$ cat config.mk
export PLATFORM = sky130hd
export DESIGN_NAME = irq_route_regs
export DESIGN_NICKNAME = d
export VERILOG_FILES = /design/src/rtl/irq_route_pkg.sv /design/src/rtl/irq_route_entry.sv /design/src/rtl/irq_route_rdmux.sv /design/src/rtl/irq_route_regs.sv
export SDC_FILE = /design/constraint.sdc
export NUM_CORES = 2
export LEC_CHECK = 0
export ABC_AREA = 1
export CELL_PAD_IN_SITES_DETAIL_PLACEMENT = 1
export CELL_PAD_IN_SITES_GLOBAL_PLACEMENT = 1
export CORE_AREA = 8 8 616 618
export CTS_CLUSTER_SIZE = 10
export DETAILED_ROUTE_END_ITERATION = 10
export DIE_AREA = 0 0 624 626
export GPL_ROUTABILITY_DRIVEN = 0
export PLACE_DENSITY = 0.54
export SLEW_MARGIN = 20
export SYNTH_ARGS = -nofsm -noshare
export SYNTH_HDL_FRONTEND = slang
export SYNTH_HIERARCHICAL = 1
export SYNTH_SLANG_ARGS = --single-unit
$ cat constraint.sdc
create_clock -name clk -period 7.6 [get_ports clk]
set_input_delay 1.52 -clock clk [delete_from_list [all_inputs] [get_ports clk]]
set_output_delay 1.52 -clock clk [all_outputs]
set_load 0.01 [all_outputs]
$ cat src/rtl/irq_route_pkg.sv
package irq_route_pkg;
  localparam int WORD_W = 32;
  localparam int ENT_W  = 64;
  localparam logic [ENT_W-1:0]  ENTRY_RESET = 64'h0000_0000_0001_0000;
  // Low-half bits that software cannot write (delivery status, remote IRR)
  localparam logic [WORD_W-1:0] LO_KEEP     = 32'h0000_5000;

  // A low-half write is usable if masked or if its vector is in range
  function automatic logic lo_accept(input logic [WORD_W-1:0] w);
    return w[16] || ((w[7:0] >= 8'h10) && (w[7:0] <= 8'hFE));
  endfunction

  function automatic logic [WORD_W-1:0] merge_lo(input logic [WORD_W-1:0] old_w,
                                                  input logic [WORD_W-1:0] w);
    return (w & ~LO_KEEP) | (old_w & LO_KEEP);
  endfunction

  function automatic logic [WORD_W-1:0] hi_word(input logic [WORD_W-1:0] w);
    return {w[31:24], 24'h0};
  endfunction

  function automatic logic [WORD_W-1:0] version_word(input int num, input logic [7:0] ver);
    logic [7:0] max_idx;
    max_idx = 8'(num - 1);
    return {8'h00, max_idx, 8'h00, ver};
  endfunction
endpackage

$ cat src/rtl/irq_route_entry.sv
module irq_route_entry
  import irq_route_pkg::*;
(
  input  logic              clk,
  input  logic              rst_n,
  input  logic              wr_lo,
  input  logic              wr_hi,
  input  logic [WORD_W-1:0] wdata,
  output logic              accepted,
  output logic [ENT_W-1:0]  entry
);
  logic take_lo;

  assign take_lo  = wr_lo && lo_accept(wdata);
  assign accepted = take_lo || wr_hi;

  always_ff @(posedge clk) begin
    if (!rst_n) begin
      entry <= ENTRY_RESET;
    end else if (take_lo) begin
      entry[31:0] <= merge_lo(entry[31:0], wdata);
    end else if (wr_hi) begin
      entry[63:32] <= hi_word(wdata);
    end
  end
endmodule

$ cat src/rtl/irq_route_rdmux.sv
module irq_route_rdmux
  import irq_route_pkg::*;
#(
  parameter int          NUM_ENTRIES = 24,
  parameter logic [7:0]  SEL_OFFSET  = 8'h00,
  parameter logic [7:0]  WIN_OFFSET  = 8'h10,
  parameter logic [7:0]  ENTRY_BASE  = 8'h10,
  parameter logic [7:0]  VERSION     = 8'h11
) (
  input  logic [7:0]                   addr,
  input  logic [7:0]                   sel,
  input  logic [7:0]                   id,
  input  logic [NUM_ENTRIES*ENT_W-1:0] entries,
  output logic [WORD_W-1:0]            word
);
  localparam int SEL_LIMIT = int'(ENTRY_BASE) + 2 * NUM_ENTRIES;
  localparam logic [WORD_W-1:0] VER_WORD = version_word(NUM_ENTRIES, VERSION);

  logic [WORD_W-1:0] win_word;
  logic [7:0]        rel;
  logic [ENT_W-1:0]  picked;

  assign rel = sel - ENTRY_BASE;

  always_comb begin
    picked = '0;
    for (int k = 0; k < NUM_ENTRIES; k++) begin
      if (int'(rel[7:1]) == k) picked = entries[k*ENT_W +: ENT_W];
    end
  end

  always_comb begin
    if (sel == 8'h00)      win_word = {id, 24'h0};
    else if (sel == 8'h01) win_word = VER_WORD;
    else if (sel == 8'h02) win_word = '0;
    else if (sel >= ENTRY_BASE && int'(sel) < SEL_LIMIT)
      win_word = rel[0] ? picked[63:32] : picked[31:0];
    else                   win_word = '1;
  end

  always_comb begin
    if (addr == SEL_OFFSET)      word = {24'h0, sel};
    else if (addr == WIN_OFFSET) word = win_word;
    else                         word = '1;
  end
endmodule

$ cat src/rtl/irq_route_regs.sv
module irq_route_regs
  import irq_route_pkg::*;
#(
  parameter int          NUM_ENTRIES = 24,
  parameter logic [7:0]  SEL_OFFSET  = 8'h00,
  parameter logic [7:0]  WIN_OFFSET  = 8'h10,
  parameter logic [7:0]  ENTRY_BASE  = 8'h10,
  parameter logic [7:0]  VERSION     = 8'h11
) (
  input  logic                         clk,
  input  logic                         rst_n,
  input  logic [7:0]                   cfg_id,
  input  logic [7:0]                   bus_addr,
  input  logic                         bus_wr,
  input  logic                         bus_rd,
  input  logic [WORD_W-1:0]            bus_wdata,
  output logic [WORD_W-1:0]            bus_rdata,
  output logic [NUM_ENTRIES*ENT_W-1:0] entries_flat,
  output logic                         entry_written
);
  logic [7:0]             sel_q;
  logic [7:0]             id_q;
  logic                   sel_wr;
  logic                   win_wr;
  logic [NUM_ENTRIES-1:0] ent_acc;
  logic                   ent_wr_any;
  logic [WORD_W-1:0]      rd_word;

  assign sel_wr     = bus_wr && (bus_addr == SEL_OFFSET);
  assign win_wr     = bus_wr && (bus_addr == WIN_OFFSET);
  assign ent_wr_any = |ent_acc;

  always_ff @(posedge clk) begin
    if (!rst_n) begin
      sel_q <= 8'h00;
      id_q  <= cfg_id;
    end else begin
      if (sel_wr) sel_q <= bus_wdata[7:0];
      if (win_wr && sel_q == 8'h00) id_q <= bus_wdata[31:24];
    end
  end

  for (genvar i = 0; i < NUM_ENTRIES; i++) begin : g_ent
    localparam logic [7:0] LO_SEL = 8'(int'(ENTRY_BASE) + 2 * i);
    localparam logic [7:0] HI_SEL = 8'(int'(ENTRY_BASE) + 2 * i + 1);
    irq_route_entry u_entry (
      .clk      (clk),
      .rst_n    (rst_n),
      .wr_lo    (win_wr && sel_q == LO_SEL),
      .wr_hi    (win_wr && sel_q == HI_SEL),
      .wdata    (bus_wdata),
      .accepted (ent_acc[i]),
      .entry    (entries_flat[i*ENT_W +: ENT_W])
    );
  end

  irq_route_rdmux #(
    .NUM_ENTRIES (NUM_ENTRIES),
    .SEL_OFFSET  (SEL_OFFSET),
    .WIN_OFFSET  (WIN_OFFSET),
    .ENTRY_BASE  (ENTRY_BASE),
    .VERSION     (VERSION)
  ) u_rdmux (
    .addr    (bus_addr),
    .sel     (sel_q),
    .id      (id_q),
    .entries (entries_flat),
    .word    (rd_word)
  );

  always_ff @(posedge clk) begin
    if (!rst_n) begin
      bus_rdata     <= '0;
      entry_written <= 1'b0;
    end else begin
      if (bus_rd) bus_rdata <= rd_word;
      entry_written <= ent_wr_any;
    end
  end
endmodule

==> flow_summary.toml <==
[synthesis]
yosysTopAreaCell = "dfxtp_1"
ys_types = 33
synth_compound_area_frac = 0.148
synth_seq_cells = 961
synth.avg_cell_area_um2 = 6.30
synth_xor_xnor_area_share = 0
yosys.area.top_type_share = 0.329
synthFlopType = "dfxtp_1"
synth-seq-area-share = 0.334
synthArstFlopShare = 0
synthMuxAreaShare = 0
synth_area_leaders = "dfxtp_1 33%, nand2_1 11%, nor2_1 11%, buf_4 8.1%, a21oi_1 8.0%"
yosys.area_share.simple = 0.324
synth_edf_count = 8
synthCells = 9200
synthTopCellsByCount = "1726 x nand2_1, 1694 x nor2_1, 953 x dfxtp_1"
yosysMostFrequentCell = "nand2_1"
synth_top_family_by_area = "simple AND/OR/NAND/NOR gates"
synth_area_um2 = 57900
yosys_warnings = 6
synth_adder_area_share = 0.000432

[grt]
grt.total_usage = 0.237
grt_pass1_wl_mm = 635
grt_pass1_vias = 63927
grt_max_degree = 205
grt_antenna_before_repair = 58
grt_overflow = 0

[pwr]
p_sw_frac = 0.281
seqPwrFrac = 0.394
comb_power_share = 0.063
p_leak_nw = 30.3
power.internal_mw = 9.26
max-vdd-ir-drop_mv = 0.140
p_switching_mw = 3.62
clkPwrFrac = 0.544
power_density_nw_per_um2 = 172

[timing]
period_share = 0.858
period_minus_slack_ps = 6520
rsz0062_at_grt = "false"
fin_skew_ps = 63.2
slew_headroom = 0.170
worst_pin_slew_ps = 1250
max_freq_mhz = 153
setup_viol = 0
finalSetupTns_ps = 0
hold_violations = 0
slew_viol_final = 0

[die]
die_w_um = 624
die_area_um2 = 391000
fp-row-count = 224
die_h_um = 626
core_area_um2 = 370000
pin_count = 1621
initial_utilization = 0.156

[job]
max_cap_viol_count = 0

[setup_path]
critPathKind = "flop to flop"
arrival_ps = 7200
worstPathCellList = "inv_2, nand2_1, nor2_4, nand2_2, inv_2, nand2_1, nand3_1, nor2_1, nand4_1, nor2_1, nand4_1, nor2_1, nand4_1, nor2_1, nand4_1, nor2_1, nand4_1, nand2_1, nand3_1, nand2_1, nand2_1, nor2_1, nor2_1"
reg2reg_to = "bus_rdata[22]$_SDFFE_PN0P_"
r2r_start = "sel_q[3]$_SDFFE_PN0P_"
cp_common_cell = "nor2_1"
crit_path_max_incr_delay_ps = 780
end_kind = "flop"
start_kind = "flop"
cpMaxStageDelayCell = "nor2_1"
rrSetupSlack_ps = 1080
reg2regPathDepth = 23
critPathRequiredTime_ps = 8280
crit_fanout = 14

[cts]
clockBufferDepth = 4
postCtsSetupRepairBufs = 0
ctsResizeCount = 0
cts_sinks = 961
root_buffer = "clkbuf_16"
clk_latency_ps = 840
cts_inserted_buffers = 144
path_clk_slew_ps = 50
cts_tree = "done"
cts.htree.levels = 4
cts_hold_buffers = 0

[placement]
io_buffers = 994
dpl.hpwl_mm = 383
postPlaceCellArea_um2 = 70200

[drt]
ant_nets = 0
vias = 65879
drt_first_iter_violations = 5642
firstDrtPassIters = 5
wire_per_inst_um = 32.8
avgViaCountPerCell = 4.39
routed_wl_mm = 492
drc = 0

[worst_hold_path]
hold_path_end = "g_ent[15].u_entry/entry[16]$_SDFFE_PN1P_"
hp-start = "g_ent[15].u_entry/entry[16]$_SDFFE_PN1P_"
hold_path_depth = 2
hold_path.class = "flop to flop"

[layout]
finalNetCount = 9970
drive_gt1_frac = 0.0633
seqCellArea_um2 = 19300
final_area_um2 = 74900
utilization = 0.202
fillCellCount = 45875
areaGrowthSynthToFinish_pct = 29.3
multi_input_area_um2 = 29900

[status]
outcome = "complete, no violations"
routing by layer:
metal  track usage  up-vias  wire [um]
met2         0.404     2624     233000
met5             0        -        190
met1         0.272    32960     190000
li1              -    29681          -
met3        0.0646      586      38400
met4         0.122       28      29900
power by group through the flow:
stage          sequential, mW  combinational [mW]  clock (mW)
2_1_floorplan            5.18               0.568           0
3_3_place_gp             5.18               0.690           0
3_5_place_dp             5.18               0.691           0
4_1_cts                  5.07               0.692        7.25
5_1_grt                  5.07               0.854        7.40
6_report                 5.07               0.808        7.00
worst max path at each step:
stage	from	to	slack (ps)	cells after the start
2_1_floorplan	bus_addr[3]	entry_written$_SDFF_PN0_	4480	18
3_5_place_dp	sel_q[3]$_SDFFE_PN0P_	bus_rdata[22]$_SDFFE_PN0P_	1340	23
4_1_cts	sel_q[3]$_SDFFE_PN0P_	bus_rdata[22]$_SDFFE_PN0P_	1280	23
3_3_place_gp	sel_q[3]$_SDFFE_PN0P_	bus_rdata[22]$_SDFFE_PN0P_	1330	23
5_1_grt	sel_q[4]$_SDFFE_PN0P_	bus_rdata[22]$_SDFFE_PN0P_	1090	26
6_report	sel_q[3]$_SDFFE_PN0P_	bus_rdata[22]$_SDFFE_PN0P_	1080	23
stage by stage:
step / instances / power [mW] / hold WS [ps] / worst slack [ps]
2_1_floorplan: 9800 / 5.75 / 496 / 4480
3_3_place_gp: 14742 / 5.87 / 462 / 1330
3_5_place_dp: 14742 / 5.87 / 466 / 1340
4_1_cts: 14988 / 13.0 / 481 / 1280
5_1_grt: 14991 / 13.3 / 504 / 1090
6_report: 15003 / 12.9 / 481 / 1080
area by class of cell:
type	instances	area share
timing repair buffer	1185	0.152
clock buffer	203	0.0546
multi-input combinational	6725	0.399
sequential	961	0.258
antenna	15	0.000501
inverter	899	0.0451
tap	4972	0.0831
clock inverter	43	0.00770
worst max-delay path: cells and delay by family (launching register included):
kind	cells	cell delay [ps]
buffers and inverters	2	470
DFF	1	630
and+or+nand+nor	21	5210
layout by cell type (no fill, tap or decap), types with 15 or more instances in the layout:
cell type / count
buf_4: 195
nand2_2: 63
or2_2: 40
nand4_2: 16
conb_1: 624
dfxtp_1: 952
nand3_1: 312
or2_0: 40
nand2_1: 1693
nor2_1: 1690
clkbuf_8: 22
buf_2: 18
a21oi_1: 928
or2_1: 39
clkbuf_16: 146
clkbuf_1: 35
clkdlybuf4s50_1: 962
diode_2: 15
inv_2: 25
a21oi_2: 24
nor2_4: 15
o21ai_0: 733
inv_1: 872
nand4_1: 472
flip-flops by register name, indices dropped and copies added (netlist names):
| signal | cells |
|---|---|
| sel_q | 8 |
| id_q | 8 |
| bus_rdata | 32 |
| entry_written | 1 |
| g_ent.u_entry/entry | 912 |
kinds of logic after synthesis:
kind of cell / after synthesis
AO/OA/AOI/OAI: 1694
other: 24
flip-flops: 961
buffers and inverters: 2114
adder cells (fa/ha/maj): 2
AND/OR/NAND/NOR: 4405
No activity file was read; power rests on OpenSTA's default activity.
